$ cat src/rtl/rx_char_queue.sv
module rx_char_queue #(
  parameter int DATA_W = 8,
  parameter int DEPTH  = 2
) (
  input  logic       clk,
  input  logic       rst_n,
  input  logic       rx_en,
  input  logic       par_on,
  input  logic       par_odd,
  input  logic       frm_valid,
  input  logic [7:0] frm_data,
  input  logic       frm_par,
  input  logic       frm_stop,
  input  logic       rd_pop,
  output logic [7:0] rd_data,
  output logic       rd_ready,
  output logic       rd_perr,
  output logic       rd_ferr,
  output logic       rd_ovr
);
  localparam int PW = (DEPTH > 1) ? $clog2(DEPTH) : 1;
  localparam int CW = $clog2(DEPTH + 1);

  logic [DATA_W-1:0] mem_d [DEPTH];
  logic [DEPTH-1:0]  mem_pe, mem_fe;
  logic [PW-1:0]     wp, rp;
  logic [CW-1:0]     cnt;
  logic              ovr;

  wire [DATA_W-1:0] din  = frm_data[DATA_W-1:0];
  wire              take = rx_en && frm_valid;
  wire              full = (cnt == CW'(DEPTH));
  wire              pop  = rx_en && rd_pop && (cnt != '0);
  wire              wr   = take && (!full || pop);
  wire              perr = par_on && ((^din ^ frm_par) != par_odd);

  function automatic logic [PW-1:0] bump(input logic [PW-1:0] p);
    return (p == PW'(DEPTH - 1)) ? '0 : p + 1'b1;
  endfunction

  always_ff @(posedge clk or negedge rst_n) begin
    if (!rst_n) begin
      wp  <= '0;
      rp  <= '0;
      cnt <= '0;
      ovr <= 1'b0;
    end else if (!rx_en) begin
      wp  <= '0;
      rp  <= '0;
      cnt <= '0;
      ovr <= 1'b0;
    end else begin
      if (wr)  wp <= bump(wp);
      if (pop) rp <= bump(rp);
      cnt <= cnt + CW'(wr) - CW'(pop);
      if (pop)               ovr <= 1'b0;
      else if (take && full) ovr <= 1'b1;
    end
  end

  always_ff @(posedge clk) begin
    if (wr) begin
      mem_d[wp]  <= din;
      mem_pe[wp] <= perr;
      mem_fe[wp] <= !frm_stop;
    end
  end

  assign rd_ready = (cnt != '0);
  assign rd_data  = rd_ready ? 8'(mem_d[rp]) : 8'h00;
  assign rd_perr  = rd_ready && mem_pe[rp];
  assign rd_ferr  = rd_ready && mem_fe[rp];
  assign rd_ovr   = rd_ready && ovr;
endmodule

$ cat config.mk
export PLATFORM = sky130hd
export DESIGN_NAME = rx_char_queue
export DESIGN_NICKNAME = d
export VERILOG_FILES = /design/src/rtl/rx_char_queue.sv
export SDC_FILE = /design/constraint.sdc
export NUM_CORES = 1
export LEC_CHECK = 0
export BUFFER_PORTS_ARGS = -buffer_cell sky130_fd_sc_hd__buf_4
export CAP_MARGIN = 20
export CORE_UTILIZATION = 46
export DETAILED_ROUTE_END_ITERATION = 8
export GPL_ROUTABILITY_DRIVEN = 0
export GPL_TIMING_DRIVEN = 1
export HOLD_SLACK_MARGIN = 0.02
export PLACE_DENSITY = 0.77
export SYNTH_ARGS = -nofsm -noshare
export SYNTH_HDL_FRONTEND = slang
export SYNTH_SLANG_ARGS = --single-unit
export TNS_END_PERCENT = 20
$ cat constraint.sdc
create_clock -name clk -period 1.6 [get_ports clk]
set_input_delay 0 -clock clk [delete_from_list [all_inputs] [get_ports clk]]
set_output_delay 0 -clock clk [all_outputs]
set_load 0.03 [all_outputs]
======== Yosys cells after proc, flatten, opt, wreduce, memory -nomap -nowiden ========
Memories as Yosys holds them, arrays and structs flattened.
Cells that the tools add are included.
word-level totals
  input bits .............................. 17
  bits in registers ....................... 9
  memories kept ........................... 1
  memory bits (writable) .................. 16
operators by class
  multiplexer cells ....................... 21
  order comparisons ....................... 3
  bitwise logic cells ..................... 1
  equality and inequality tests ........... 5
  add/sub/neg operators ................... 4
  reductions and logical operators ........ 15
memory list
  name   words  width  read ports  clocked after memory_dff  wr ports  RTL line  RTL
  mem_d  2      8      1           0                         1         24        logic [DATA_W-1:0] mem_d [DEPTH];
operators by type and width
  operator                                                                      number
  1-bit 2-to-1 mux                                                              16
  1-bit logical AND                                                             10
  8-bit 2-to-1 mux                                                              1
  8-bit parity                                                                  1
  2-bit bitwise mux                                                             2
  1-bit by 2-bit less-than comparator with 1-bit output, second input constant  2
  2-bit by 1-bit != test with 1-bit output, second input constant               2
  3-bit by 1-bit != test with 1-bit output, second input constant               1
  1-bit adder, second input constant                                            2
  2-bit by 1-bit adder with 2-bit output                                        1
  2-bit equality test, second input constant                                    1
  1-bit logical NOT                                                             2
  2-bit 2-to-1 mux                                                              1
  2-bit nonzero test                                                            1
  2-bit by 1-bit subtractor with 2-bit output                                   1
  1-bit demux with 1-bit select                                                 1
  1-bit >= comparator, second input constant                                    1
  1-bit logical OR                                                              1
  1-bit != test                                                                 1
  1-bit XOR                                                                     1

======== Longest topological paths before layout ========
Gate-level depths: netlist of run 1.
  depth in word-level cells ............... 7
  gate-level depth with buffers ........... 8

======== Least setup slack after synthesis of run 1 ========
OpenSTA, ideal clock, no wires.
  path type ............................... register to register
  start ................................... register cnt[0]
  end ..................................... register cnt[1]
  cell stages (with the launch flop) ...... 9
  arrival ................................. 1.679 ns
  required time ........................... 1.481 ns
  path buffers ............................ 0
  path slack .............................. -0.198 ns
  period minus slack after synthesis ...... 1.798 ns
  setup time .............................. 0.119 ns
  cell sequence ........................... dfrtp_1 > nor2_1 > inv_1 > and3_1 > ha_1 > inv_1 > ha_1 > xnor2_1 > and2_1
on the way
  word-level cells in the longest chain between the ends .. 7
  elaborated cells on any way between the ends .. 9
  those cells by class .................... 2 x add/sub; 1 x eq/ne; 1 x mux; 5 x reduce/logical
ends and longest elaborated chain
  element                                          RTL line  RTL
  from (decl)                                      27        logic [CW-1:0] cnt;
  from (signal assigned)                           55        cnt <= cnt + CW'(wr) - CW'(pop);
  2-bit nonzero test (*)                           n/a
  via rd_ready                                     16        output logic rd_ready,
  1-bit logical AND (*)                            33        wire pop = rx_en && rd_pop && (cnt != '0);
  1-bit logical OR                                 34        wire wr = take && (!full || pop);
  1-bit logical AND                                34
  2-bit by 1-bit adder with 2-bit output           55
  2-bit by 1-bit subtractor with 2-bit output (*)  55
  2-bit 2-to-1 mux (*)                             47        end else if (!rx_en) begin
Mark *: on every way through the listed nets, which the timed path passes. The rest lies on a longest branch.
A chain may end at the register's enable or synchronous reset.

======== Worst setup path after layout of run 1 ========
  start ................................... register cnt[1]
  end ..................................... memory mem_d[1][3] (enable)
on the way
  word-level cells in the longest chain between the ends .. 6
  elaborated cells on any way between the ends .. 8
  those cells by class .................... 1 x eq/ne; 2 x mux; 5 x reduce/logical
ends and longest elaborated chain
  element                                                           RTL line  RTL
  2-bit equality test / 2-bit nonzero test (equally long branches)  32, 33
  1-bit logical NOT / 1-bit logical AND (equally long branches)     34, 33
  1-bit logical OR (*)                                              34
  1-bit logical AND (*)                                             34
  1-bit 2-to-1 mux (*)                                              62        if (wr) begin
  1-bit 2-to-1 mux (implied by the code) (*)                        63        mem_d[wp] <= din;
  to (decl)                                                         24
Every way passes the cells marked *; elsewhere a longest branch is shown, timed or not.

==> key figures, run 1 <==
Global routing
  – Largest net degree at the start of global routing: 15
  – First-pass GRT wire length: 3.55 mm
  – Gr usage total: 19.0%
  – Total global routing overflow: 0
  – Vias in the first global route: 839
  – Initial antenna violation count: 0

Floorplan
  – Initial core utilization: 50.1%
  – Row count: 17
  – Core box area: 2250 µm²
  – Die X-Extent: 51.6 µm
  – IO Pins: 29
  – Die area: 2660 µm²
  – Chip Height: 51.6 µm

Worst setup path
  – Crit start category: flip-flop
  – R2r endpoint: mem_d[1][3]
  – CP Capture Type: flip-flop
  – CP delay by family, top: simple AND/OR/NAND/NOR gates
  – Slowest cell on the critical path: nor2_1
  – Worst R2R Start: cnt[1]
  – FF-to-FF setup slack: -0.07 ns
  – Crit path kind: flip-flop to flip-flop
  – CP arrival: 1.62 ns
  – Stages on the worst setup path: 3
  – Worst path required time: 1.55 ns
  – Worst R2R Path Depth: 3
  – Slowest Stage Delay on Critical Path: 0.69 ns
  – Crit path max fanout: 10
  – Worst path cell trace: inv_1 -> o311ai_4 -> nor2_1
  – Worst path bufs/invs: 1

Synth
  – Syn Std Cell Area: 1130 µm²
  – Net Count, Synth: 102
  – Synth Warn #: 0
  – Cells after synthesis: 83
  – Syn Area/Cell: 13.6 µm²
  – FF+latch count, synth: 25
  – Netlist cell types: 18
  – Register area share after synthesis: 64.2%

Power
  – Psw: 0.000527 W
  – Internal power: 0.00112 W
  – PwrDens: 1020 nW/µm²
  – Combinational Power Share: 34.8%
  – Clk pwr share: 16.6%
  – Sw Share: 32.1%
  – Sequential Power Share: 48.6%
  – Static Leak: 0.645 nW
  – Max IR drop VDD: 810 µV

STA
  – Final hold violation count: 0
  – # setup viols final: 22
  – Slew HR: 41.9%
  – Period utilisation layout: 104%
  – RSZ-0062 raised after global routing: yes
  – Hold Worst Slack: 0.0475 ns
  – Post-route minimum period: 1.67 ns
  – Final Max Slew Viols: 0
  – Total negative slack: -1.26 ns
  – Worst setup margin: -0.0710 ns
  – Clock skew: 0.0136 ns
  – Worst slew pin tran: 0.869 ns
  – Fmax: 598 MHz

Clock network
  – Clock transition at path regs: 0.14 ns
  – Clock sinks: 25
  – Clk buf depth: 2
  – H-tree depth: 1
  – CTS Buf Count: 3
  – TritonCTS clock tree: built
  – Clock root buffer: clkbuf_4
  – Clock Latency Late Sink: 0.31 ns
  – Post-CTS Repair Setup Buffers: 0

Detailed routing
  – WL/cell: 13.4 µm
  – Residual DRC: 0
  – Detailed-route via count: 757
  – Final WL: 2.13 mm
  – Routed Antenna Nets: 0
  – Vias per cell: 4.76
  – First-pass DRT Iterations: 4
  – Iter 0 DRT Violations: 8

Place
  – Cell count after placement: 141
  – Port bufs: 28
  – Setup WS pre-CTS: -0.0795 ns
  – DP Wirelength: 1.50 mm

Run
  – Max Cap Viol: 0

Layout
  – Nets: 151
  – Most frequent cells in the layout: buf_4 (31), edfxtp_1 (20), dlygate4sd3_1 (14), nor2_1 (12), mux2i_1 (10)
  – Finished Layout Cells: 159
  – # diodes: 0
  – Commonest non-fill, non-tap cell in the layout: buf_4
  – Layout cells sized above 1: 34.4%
  – Fin util: 71.8%
  – Fill cells: 156
  – Layout area overhead: 43.2%

Hold path
  – Hold EP: ovr
  – Worst hold path class: input pin to flip-flop
  – Hold Path Origin: rd_pop
  – Hold path depth: 3

Status
  – Status: finished, violations left
  – Failing checks: negative setup slack
## state kept, by name, indices dropped and copies added, names as in the netlist
name,cells
rp,1
mem_d,16
cnt,2
mem_pe,2
mem_fe,2
wp,1
ovr,1
## tightest hold or removal path, stage by stage
cell	delay (ns)
buf_4	0.12
o21ai_0	0.08
and2_1	0.15
## synth_stat cells
| cell type | n | area, µm² |
|---|---|---|
| nor2_1 | 13 | 48.8 |
| ha_1 | 2 | 25.0 |
| and3_1 | 1 | 6.26 |
| clkbuf_1 | 1 | 3.75 |
| a31oi_1 | 1 | 6.26 |
| mux2i_1 | 10 | 100 |
| nand3_1 | 1 | 5.00 |
| inv_1 | 6 | 22.5 |
| o311ai_2 | 1 | 16.3 |
| xnor3_1 | 1 | 22.5 |
| and2_1 | 6 | 37.5 |
| nand2_1 | 2 | 7.51 |
| buf_2 | 1 | 5.00 |
| edfxtp_1 | 20 | 601 |
| o21ai_0 | 2 | 10.0 |
| xnor2_1 | 8 | 70.1 |
| xor2_1 | 2 | 17.5 |
| dfrtp_1 | 5 | 125 |
## routing by layer
| metal | track usage, % | wire length [µm] | up-vias |
|---|---|---|---|
| met5 | 0 | 0 | - |
| met4 | 9.46 | 22 | 0 |
| met3 | 4.09 | 84 | 2 |
| met2 | 35.1 | 1180 | 17 |
| met1 | 20.1 | 841 | 357 |
| li1 | - | - | 381 |
## power groups by stage
stage / Sequential, W / Clock, W / Combinational [W]
after global routing: 0.000804 / 0.000308 / 0.000621
after global placement: 0.000808 / 0 / 0.000531
after CTS: 0.000797 / 0.000283 / 0.000573
final: 0.000798 / 0.000273 / 0.000572
after floorplan: 0.000796 / 0 / 0.000356
after detailed placement: 0.000811 / 0 / 0.000543
## metrics by stage
step                      instance area (µm²)  total power (W)
after global routing                     1620          0.00173
final                                    1620          0.00164
after floorplan                          1180          0.00115
after CTS                                1610          0.00165
after detailed placement                 1450          0.00135
after global placement                   1450          0.00134
## worst max path at each step
stage,start,end
after floorplan,cnt[0],cnt[1]
after global placement,cnt[1],mem_pe[1]
final,cnt[1],mem_d[1][3]
after detailed placement,cnt[0],cnt[1]
after global routing,cnt[1],mem_pe[1]
after CTS,cnt[1],mem_d[1][2]
## logic make-up (layout without fill, tap and decap cells)
| family | after synthesis | count (layout) | share of synthesized area (%) |
|---|---|---|---|
| xor+xnor | 11 | 11 | 9.75 |
| mux | 10 | 10 | 8.86 |
| simple gates | 23 | 23 | 9.30 |
| flops | 25 | 25 | 64.2 |
| buf+inv | 8 | 56 | 2.77 |
| fa+ha+maj | 2 | 2 | 2.21 |
| compound gates | 4 | 4 | 2.88 |
## repair_timing
action | 4_1_cts | 5_1_grt
gates cloned | 0 | 0
hold buffers | 13 | 1
endpoints found under the hold margin | 30 | 1
endpoints found under the setup margin | 22 | 32
gates resized for setup | 1 | 1
## layout make-up
cell class	count	area (µm²)	share of cell area, %
multi-input combinational	50	420	26.0
clock buffer	3	22.5	1.39
inverter	6	22.5	1.39
tap	28	35.0	2.17
sequential	25	728	45.0
clock inverter	1	5.00	0.309
timing repair buffer	46	384	23.7
No activity file was read; power rests on OpenSTA's default activity.
==> inputs of run 2 (changes only) <==
SETUP_SLACK_MARGIN = 0.1   (was not set)
==> run 2 against run 1 <==
  * The flow still finishes with violations (negative setup slack)
  * Clock power is 3% lower
  * Fmax up 2.7%
  * Hold slack gained 0.0059 ns
  * Worst setup slack better by 0.045 ns
  * First-iteration DRC count down 75%
  * Global-route usage rose by 0.54 points
  * Final cell count did not move
  * Power increased by 0.88%
  * Critical endpoint is now cnt[0]
  * Largest cell class unchanged
==> key figures, run 2 (synthesis results as in run 1) <==
Status
  – Status: finished, violations left
  – Failing checks: negative setup slack

Clock network
  – TritonCTS clock tree: built
  – Clk buf depth: 2 (unchanged)
  – Post-CTS Repair Setup Buffers: 0 (unchanged)
  – CTS Buf Count: 3 (unchanged)
  – Clock root buffer: clkbuf_4
  – Clock sinks: 25 (unchanged)
  – H-tree depth: 1 (unchanged)
  – Clock transition at path regs: 0.13 ns (about the same)
  – Clock Latency Late Sink: 0.30 ns (about the same)

Floorplan
  – IO Pins: 29 (unchanged)
  – Chip Height: 51.6 µm (unchanged)
  – Die area: 2660 µm² (unchanged)
  – Initial core utilization: 50.1% (unchanged)
  – Row count: 17 (unchanged)
  – Core box area: 2250 µm² (unchanged)
  – Die X-Extent: 51.6 µm (unchanged)

Layout
  – Commonest non-fill, non-tap cell in the layout: buf_4
  – Layout area overhead: 45.3%
  – Top reg by flops: mem_d
  – Layout cells sized above 1: 37.4% (+3.1 points)
  – # diodes: 0 (unchanged)
  – Fill cells: 161 (+3.2%)
  – Most frequent cells in the layout: buf_4 (30), edfxtp_1 (20), dlygate4sd3_1 (12), mux2i_1 (10), nor2_1 (10)
  – Nets: 151 (unchanged)
  – Number of flip-flops in the largest register: 16 (unchanged)
  – Finished Layout Cells: 159 (unchanged)

Power
  – PwrDens: 1010 nW/µm² (-0.58%)
  – Combinational Power Share: 35.3% (+0.5 points)
  – Static Leak: 0.662 nW (+2.5%)
  – Sequential Power Share: 48.6% (about the same)
  – Clk pwr share: 16.1% (-0.5 points)
  – Internal power: 0.00113 W (+1.5%)
  – Sw Share: 31.6% (-0.42 points)
  – Psw: 0.000525 W (-0.45%)
  – Max IR drop VDD: 620 µV (-23%)
  – Post-layout total power: 0.00166 W (+0.88%)

Run
  – Max Cap Viol: 0 (unchanged)

STA
  – RSZ-0062 raised after global routing: yes
  – Final Max Slew Viols: 0 (unchanged)
  – Worst setup margin: -0.0265 ns (+0.0445 ns)
  – Final hold violation count: 0 (unchanged)
  – Fmax: 615 MHz (+2.7%)
  – Period utilisation layout: 102% (-2.8 points)
  – Post-route minimum period: 1.63 ns (-0.0445 ns)
  – # setup viols final: 2 (-91%)
  – Slew HR: 64.6% (+23 points)
  – Worst slew pin tran: 0.530 ns (-0.338 ns)
  – Clock skew: 0.00210 ns (-0.0115 ns)

Detailed routing
  – Routed Antenna Nets: 0 (unchanged)
  – Vias per cell: 4.86 (+2.1%)
  – Residual DRC: 0 (unchanged)
  – First-pass DRT Iterations: 4 (unchanged)
  – Iter 0 DRT Violations: 2 (-6)
  – Final WL: 2.19 mm (+2.4%)
  – WL/cell: 13.7 µm (+2.4%)
  – Detailed-route via count: 773 (+2.1%)

Place
  – Port bufs: 28 (unchanged)
  – DP Wirelength: 1.47 mm (-2.4%)
  – Cell count after placement: 142 (+0.71%)

Worst setup path
  – Worst path required time: 1.81 ns (+0.26 ns)
  – Worst R2R Path Depth: 5 (+2)
  – Crit path max fanout: 4 (-6)
  – Crit path kind: flip-flop to flip-flop
  – CP Capture Type: flip-flop
  – CP arrival: 1.84 ns (+0.22 ns)
  – Crit start category: flip-flop

Global routing
  – Largest net degree at the start of global routing: 14 (-1)
  – Total global routing overflow: 0 (unchanged)
  – Initial antenna violation count: 0 (unchanged)
  – Gr usage total: 19.5% (+0.54 points)
  – First-pass GRT wire length: 3.65 mm (+2.7%)
  – Vias in the first global route: 860 (+2.5%)

Hold path
  – Hold path depth: 3 (unchanged)
  – Worst hold path class: input pin to flip-flop
-- run 2: worst paths after layout --
path	slack [ns]	from	endpoint
worst max-delay path	-0.03	cnt[0]	cnt[0]
worst min-delay path	0.05	rd_pop	ovr
worst max register to register	-0.03	cnt[0]	cnt[0]
worst min register to register	0.57	wp	wp
max in group asynchronous	0.76	rst_n	rp
min in group asynchronous	0.62	rst_n	cnt[1]
-- run 2: per-layer routing --
layer | routed length [µm] | track usage, %
met1 | 891 | 21.6
met2 | 1220 | 37.7
met3 | 59 | 3.51
met4 | 13 | 5.41
met5 | 0 | 0
-- run 2: through the flow --
stage,utilization [%],setup WS [ns],setup TNS [ns],instance area [µm²],hold slack [ns]
floorplan,-,0.0227,0,1180,-0.296
global placement,64.5,-0.0282,-0.0282,1460,-0.193
detailed placement,64.5,-0.0761,-1.10,1460,-0.191
CTS,71.9,-0.0281,-0.0432,1620,0.0448
global route,72.8,-0.0837,-0.142,1640,0.0411
finish,72.8,-0.0265,-0.0502,1640,0.0534
-- run 2: final cells by class --
class,instances,area [µm²],share of cell area [%]
tap,28,35.0,2.13
sequential,25,728,44.4
multi-input combinational,50,435,26.5
clock buffer,4,26.3,1.60
timing repair buffer,46,392,23.9
inverter,6,25.0,1.52
-- run 2: repair_timing --
action | in CTS | in global routing
hold buffers | 13 | 0
resized for setup | 4 | 5
endpoints found under the setup margin | 32 | 24
hold endpoints to repair | 30 | 0
pin swaps | 3 | 5
-- run 2: critical path: stages (launching register included) --
cell	delay [ns]
dfrtp_2	0.49
o311ai_4	0.41
ha_4	0.27
inv_2	0.06
ha_4	0.18
and2_4	0.14
-- run 2: power groups by stage --
stage                     sequential, W  combinational, W  clock (W)
final                          0.000805          0.000586   0.000266
after floorplan                0.000796          0.000361          0
after detailed placement       0.000818          0.000545          0
after CTS                      0.000805          0.000578   0.000271
after global routing           0.000811          0.000629   0.000301
after global placement         0.000814          0.000538          0
